## config.mk

```make
export PLATFORM = sky130hd
export DESIGN_NAME = frt_match_timer
export DESIGN_NICKNAME = d
export VERILOG_FILES = /design/src/rtl/frt_pkg.sv /design/src/rtl/frt_tick_gen.sv /design/src/rtl/frt_counter.sv /design/src/rtl/frt_match_chan.sv /design/src/rtl/frt_match_timer.sv
export SDC_FILE = /design/constraint.sdc
export NUM_CORES = 1
export LEC_CHECK = 0
export CAP_MARGIN = 15
export CORE_UTILIZATION = 62
export DETAILED_ROUTE_END_ITERATION = 10
export PLACE_DENSITY = 0.87
export SLEW_MARGIN = 20
export SYNTH_ARGS = -nofsm -noshare
export SYNTH_HDL_FRONTEND = slang
export SYNTH_SLANG_ARGS = --single-unit
export TNS_END_PERCENT = 30
```

## constraint.sdc

```tcl
create_clock -name clk -period 4.1 [get_ports clk]
set_input_delay 0.82 -clock clk [delete_from_list [all_inputs] [get_ports clk]]
set_output_delay 0.82 -clock clk [all_outputs]
set_load 0.02 [all_outputs]
```

## src/rtl/frt_pkg.sv

```systemverilog
`timescale 1ns/1ps
package frt_pkg;
  // Register address map shared by decode and readback
  localparam int unsigned ADDR_CTRL    = 0;
  localparam int unsigned ADDR_CNT_LO  = 1;
  localparam int unsigned ADDR_CNT_HI  = 2;
  localparam int unsigned ADDR_CH_BASE = 4;  // channel c: hi at base+2c, lo at base+2c+1
  localparam int unsigned FLAG_LSB     = 4;  // status flags start here in the control read
endpackage

```

## src/rtl/frt_tick_gen.sv

```systemverilog
`timescale 1ns/1ps
module frt_tick_gen #(
  parameter int DIV_FAST = 2,
  parameter int DIV_SLOW = 16
) (
  input  logic clk,
  input  logic rst,
  input  logic en,
  input  logic div_sel,
  input  logic ext_sel,
  input  logic ext_tick,
  output logic tick
);
  localparam int PW = $clog2(DIV_SLOW);
  localparam int FW = $clog2(DIV_FAST);

  logic [PW-1:0] presc;
  logic          fast_hit;
  logic          slow_hit;

  always_ff @(posedge clk) begin
    if (rst || !en) presc <= '0;
    else            presc <= presc + 1'b1;
  end

  assign fast_hit = &presc[FW-1:0];
  assign slow_hit = &presc;
  assign tick     = en && (ext_sel ? ext_tick : (div_sel ? slow_hit : fast_hit));

  // no tick may be produced while disabled
  p_no_tick_disabled_r11: assert property (@(posedge clk) disable iff (rst)
    !en |-> !tick);
endmodule

```

## src/rtl/frt_counter.sv

```systemverilog
`timescale 1ns/1ps
module frt_counter #(
  parameter int CNT_W = 10
) (
  input  logic             clk,
  input  logic             rst,
  input  logic             tick,
  output logic [CNT_W-1:0] count,
  output logic [CNT_W-1:0] cnt_next
);
  assign cnt_next = count + 1'b1;

  always_ff @(posedge clk) begin
    if (rst)       count <= '0;
    else if (tick) count <= cnt_next;
  end

  // count moves only on a tick, by exactly one with wrap
  p_hold_no_tick_r1: assert property (@(posedge clk) disable iff (rst)
    !tick |=> $stable(count));
  p_step_one_r1: assert property (@(posedge clk) disable iff (rst)
    tick |=> (count == $past(count) + {{(CNT_W-1){1'b0}}, 1'b1}));
endmodule

```

## src/rtl/frt_match_chan.sv

```systemverilog
`timescale 1ns/1ps
module frt_match_chan #(
  parameter int CNT_W  = 10,
  parameter int DATA_W = 8
) (
  input  logic             clk,
  input  logic             rst,
  input  logic             tick,
  input  logic [CNT_W-1:0] cnt_next,
  input  logic             wr_hi,
  input  logic             wr_lo,
  input  logic [DATA_W-1:0] wdata,
  input  logic             clr_flag,
  output logic             pulse,
  output logic             flag,
  output logic             valid,
  output logic             pend,
  output logic [CNT_W-1:0] mval
);
  localparam int HI_W = CNT_W - DATA_W;

  logic [HI_W-1:0]   hold_hi;
  logic [DATA_W-1:0] hold_lo;
  logic              xfer;
  logic              hit;

  // Transfer only into an empty slot; match only against a loaded value
  assign xfer = tick && !valid && pend;
  assign hit  = tick && valid && (cnt_next == mval);

  always_ff @(posedge clk) begin
    if (rst) begin
      hold_hi <= '0;
      hold_lo <= '0;
      pend    <= 1'b0;
      valid   <= 1'b0;
      mval    <= '0;
      pulse   <= 1'b0;
      flag    <= 1'b0;
    end else begin
      pulse <= hit;
      flag  <= (flag && !clr_flag) || hit;
      pend  <= (pend && !xfer) || wr_lo;
      if (wr_hi) hold_hi <= wdata[HI_W-1:0];
      if (wr_lo) hold_lo <= wdata;
      if (xfer) begin
        mval  <= {hold_hi, hold_lo};
        valid <= 1'b1;
      end else if (hit) begin
        valid <= 1'b0;
      end
    end
  end

  // pulse lasts one clock
  p_one_clock_pulse_r5: assert property (@(posedge clk) disable iff (rst)
    pulse |=> !pulse);
  // a fired value is no longer valid
  p_invalid_after_hit_r8: assert property (@(posedge clk) disable iff (rst)
    pulse |-> !valid);
  // an active value is never overwritten
  p_active_stable_r7: assert property (@(posedge clk) disable iff (rst)
    valid |=> $stable(mval));
  // loads happen only on tick edges
  p_load_on_tick_r6: assert property (@(posedge clk) disable iff (rst)
    $rose(valid) |-> $past(tick));
  // every pulse leaves a flag behind
  p_flag_with_pulse_r10: assert property (@(posedge clk) disable iff (rst)
    pulse |-> flag);
endmodule

```

## src/rtl/frt_match_timer.sv

```systemverilog
`timescale 1ns/1ps
module frt_match_timer
  import frt_pkg::*;
#(
  parameter int CNT_W    = 10,
  parameter int NUM_CH   = 2,
  parameter int DATA_W   = 8,
  parameter int ADDR_W   = 3,
  parameter int DIV_FAST = 2,
  parameter int DIV_SLOW = 16
) (
  input  logic              clk,
  input  logic              rst,
  input  logic              reg_wr,
  input  logic              reg_rd,
  input  logic [ADDR_W-1:0] reg_addr,
  input  logic [DATA_W-1:0] reg_wdata,
  output logic [DATA_W-1:0] reg_rdata,
  input  logic              div_sel,
  input  logic              ext_sel,
  input  logic              ext_tick,
  output logic [CNT_W-1:0]  count,
  output logic [NUM_CH-1:0] match_pulse,
  output logic              irq
);
  localparam int HI_W = CNT_W - DATA_W;

  logic              en;
  logic [NUM_CH-1:0] ie;
  logic              tick;
  logic [CNT_W-1:0]  cnt_next;
  logic              ctrl_wr;
  logic              ctrl_rd;
  logic [NUM_CH-1:0] ch_wr_hi;
  logic [NUM_CH-1:0] ch_wr_lo;
  logic [NUM_CH-1:0] ch_flag;
  logic [NUM_CH-1:0] ch_valid;
  logic [NUM_CH-1:0] ch_pend;
  logic [CNT_W-1:0]  ch_mval [NUM_CH];
  logic [DATA_W-1:0] rd_val;

  assign ctrl_wr = reg_wr && (reg_addr == ADDR_W'(ADDR_CTRL));
  assign ctrl_rd = reg_rd && (reg_addr == ADDR_W'(ADDR_CTRL));

  frt_tick_gen #(.DIV_FAST(DIV_FAST), .DIV_SLOW(DIV_SLOW)) tick_i (
    .clk(clk), .rst(rst), .en(en), .div_sel(div_sel),
    .ext_sel(ext_sel), .ext_tick(ext_tick), .tick(tick)
  );

  frt_counter #(.CNT_W(CNT_W)) cnt_i (
    .clk(clk), .rst(rst), .tick(tick), .count(count), .cnt_next(cnt_next)
  );

  for (genvar g = 0; g < NUM_CH; g++) begin : g_ch
    assign ch_wr_hi[g] = reg_wr && (reg_addr == ADDR_W'(ADDR_CH_BASE + 2*g));
    assign ch_wr_lo[g] = reg_wr && (reg_addr == ADDR_W'(ADDR_CH_BASE + 2*g + 1));

    frt_match_chan #(.CNT_W(CNT_W), .DATA_W(DATA_W)) chan_i (
      .clk(clk), .rst(rst), .tick(tick), .cnt_next(cnt_next),
      .wr_hi(ch_wr_hi[g]), .wr_lo(ch_wr_lo[g]), .wdata(reg_wdata),
      .clr_flag(ctrl_rd), .pulse(match_pulse[g]), .flag(ch_flag[g]),
      .valid(ch_valid[g]), .pend(ch_pend[g]), .mval(ch_mval[g])
    );
  end

  always_ff @(posedge clk) begin
    if (rst) begin
      en <= 1'b0;
      ie <= '0;
    end else if (ctrl_wr) begin
      {ie, en} <= reg_wdata[NUM_CH:0];
    end
  end

  always_comb begin
    rd_val = '0;
    if (reg_addr == ADDR_W'(ADDR_CTRL)) begin
      rd_val[0]                   = en;
      rd_val[NUM_CH:1]            = ie;
      rd_val[FLAG_LSB +: NUM_CH]  = ch_flag;
    end else if (reg_addr == ADDR_W'(ADDR_CNT_LO)) begin
      rd_val = count[DATA_W-1:0];
    end else if (reg_addr == ADDR_W'(ADDR_CNT_HI)) begin
      rd_val[HI_W-1:0] = count[CNT_W-1:DATA_W];
    end
    for (int c = 0; c < NUM_CH; c++) begin
      if (reg_addr == ADDR_W'(ADDR_CH_BASE + 2*c)) begin
        rd_val[DATA_W-1] = ch_valid[c];
        rd_val[DATA_W-2] = ch_pend[c];
        rd_val[HI_W-1:0] = ch_mval[c][CNT_W-1:DATA_W];
      end else if (reg_addr == ADDR_W'(ADDR_CH_BASE + 2*c + 1)) begin
        rd_val = ch_mval[c][DATA_W-1:0];
      end
    end
  end

  always_ff @(posedge clk) begin
    if (rst)         reg_rdata <= '0;
    else if (reg_rd) reg_rdata <= rd_val;
  end

  assign irq = |(ch_flag & ie);

  // disabled timer keeps its count
  p_disabled_hold_r11: assert property (@(posedge clk) disable iff (rst)
    !en |=> $stable(count));
  // a control read leaves no old flag set unless a new pulse arrived
  p_read_clears_r10: assert property (@(posedge clk) disable iff (rst)
    ctrl_rd |=> ((ch_flag & ~match_pulse) == '0));
endmodule

```

==> qor.txt <==
fin crit period: 3.039 ns
clk root buf: clkbuf_8
Seq cells post-synth: 73
CP Capture Type: flop
input/output buffers: 38
initial antenna violation count: 0
Final ANT Viol Nets: 0
RSZ-0062 raised after global routing: no
Slew Limit Fails: 0
final period utilization: 0.7411
sequential-to-total area share from yosys stat: 0.3699
Worst Max-Slew Pin Slew: 1.117 ns
final setup fails: 0
hold buffers post-CTS: 0
dpl hpwl: 7330 um
Die X: 81.83 um
Slew HR: 0.2544
first-pass GRT wire length: 16780 um
FMAX: 0.3291 GHz
TNS Setup: 0 ns
clk_skew: 0.01113 ns
Worst-path clk slew: 0.08 ns
Distinct cells, synth: 68
Diodes inserted: 0
mean post-synth cell area: 8.534 um^2
Core Region: 6026 um^2
Post-synth top flop: dfxtp_1
startpoint types: input pin
# IOs: 39
Synth-to-Final Area Change: 12.13%
Worst EP arrival: 3.28 ns
dpl cell area: 4229 um^2
Total GRT Usage: 0.3406
Max clock buf depth: 2
post_cts resized: 0
total CTS buffers: 9
max-cap viol count: 0
Remaining DRCs: 0
Routability Congestion: 0.9671
post-synth top area share: 0.3699
count leader, synth: dfxtp_1
drt wl/cell: 19.12 um
CP max FO: 12
Routed WL: 10610 um
PnR worst setup slack: 1.061 ns
Die Ht: 81.83 um
main area contributors after synthesis: dfxtp_1 (37%), mux2i_1 (8.4%), nor2_1 (5.4%)
routed vias: 3680
share of cells above drive strength 1: 0.08333
Pleak: 0.001489 uW
EDFF count, synth: 0
post-synthesis async set-or-reset flop share: 0
worst vdd ir: 248.6 uV
Netlist Area Pre-Place: 3951 um^2
Place WS: 0.7586 ns
Syn Nets: 483
cell taking the most area after synthesis: dfxtp_1
vias in the first global route: 3365
die area: 6696 um^2
Critical Setup Path Class: in -> reg
GRT overflow: 0
Critical Path RT: 4.34 ns
worst min path class: reg -> reg
Initial Utilization: 0.6557
PwrDens: 309.9 nW/um^2
final hold vios: 0
Pwr Total: 1373 uW
Site Rows: 28
nets: 495
Synth warnings: 0
Synth top cells by count: dfxtp_1 (73), nor2_1 (57), nand2_1 (45), mux2i_1 (33), a21oi_1 (27)
Max H-tree Level: 3
clk sink count: 73
CTS tree: yes
vias per cell: 6.631
largest net degree at the start of global routing: 49
drt pass-1 iters: 7
1st-iter DRT viols: 334
worst-skew pair later-pin latency: 0.35 ns
Post-Synthesis Cells: 463
status: completed
Post-CTS Setup Bufs: 0
design area: 4431 um^2
==> layer usage <==
layer	global-route usage	share of wire	wire length, um	vias to the layer above
li1	-	-	-	1668
met1	0.4378	0.41	4371	1748
met2	0.5405	0.47	4994	223
met3	0.07111	0.080	852	41
met4	0.1667	0.037	392	0
met5	0	0	0	-
==> critical path, cell delays in order <==
cell,delay (ns)
clkdlybuf4s50_1,0.43
and4_1,0.21
o311ai_2,0.93
nor3b_2,0.38
o41a_1,0.49
==> cells by family (layout without fill, tap and decap cells) <==
family | count (synthesis) | in the layout | share of synthesized area
simple gates | 186 | 186 | 0.2394
compound gates | 91 | 91 | 0.1526
flops | 73 | 73 | 0.3699
buf+inv | 47 | 64 | 0.06428
mux | 41 | 41 | 0.1130
xor+xnor | 23 | 23 | 0.05446
fa+ha+maj | 2 | 2 | 0.006332
==> worst paths after layout <==
check	slack (ns)	cells past startpoint	to	from
max	1.06	5	g_ch[0].chan_i.valid	div_sel
min reg2reg	0.46	2	g_ch[1].chan_i.hold_lo[7]	g_ch[1].chan_i.hold_lo[7]
max reg2reg	1.39	5	g_ch[0].chan_i.valid	tick_i.presc[0]
min	0.46	2	g_ch[1].chan_i.hold_lo[7]	g_ch[1].chan_i.hold_lo[7]
==> state kept, by name, summed over array words and instances, names as in the netlist <==
register             count
g_ch.chan_i.hold_lo     16
g_ch.chan_i.valid        2
g_ch.chan_i.mval        20
g_ch.chan_i.hold_hi      4
cnt_i.count             10
g_ch.chan_i.pulse        2
reg_rdata                8
g_ch.chan_i.flag         2
g_ch.chan_i.pend         2
tick_i.presc             4
en                       1
ie                       2
==> where the power goes <==
part           internal, uW  leakage, uW  total [uW]  switching [uW]
clock network           283    0.0000929         563             280
registers               717     0.000590         724            6.47
logic                  34.9     0.000807        86.2            51.2
total                  1040      0.00149        1370             338
==> layout by cell type, fill, tap and decap left out, drive strengths merged, types with 10 or more instances in the layout <==
master,n
o21ai,18
dfxtp,73
a21oi,27
xnor2,12
nor2,57
xor2,10
nand3,14
nand2,45
clkbuf,10
mux2i,33
clkdlybuf4s50,37
==> area by class of cell <==
class,count,area [um^2]
Fill cell,454,1595
Timing Repair Buffer,40,390.4
Inverter,8,30.03
Clock inverter,6,67.56
Tap cell,75,93.84
Multi-Input combinational cell,343,2260
Sequential cell,73,1461
Clock buffer,10,127.6
==> stage by stage <==
stage,instances,hold WS (ns),utilization
6_report,555,0.4612,0.7353
5_1_grt,555,0.4814,0.7353
4_1_cts,555,0.4598,0.7342
3_5_place_dp,539,0.4523,0.7018
3_3_place_gp,539,0.4436,0.7018
2_1_floorplan,463,0.4257,-
No activity file was read; power rests on OpenSTA's default activity.
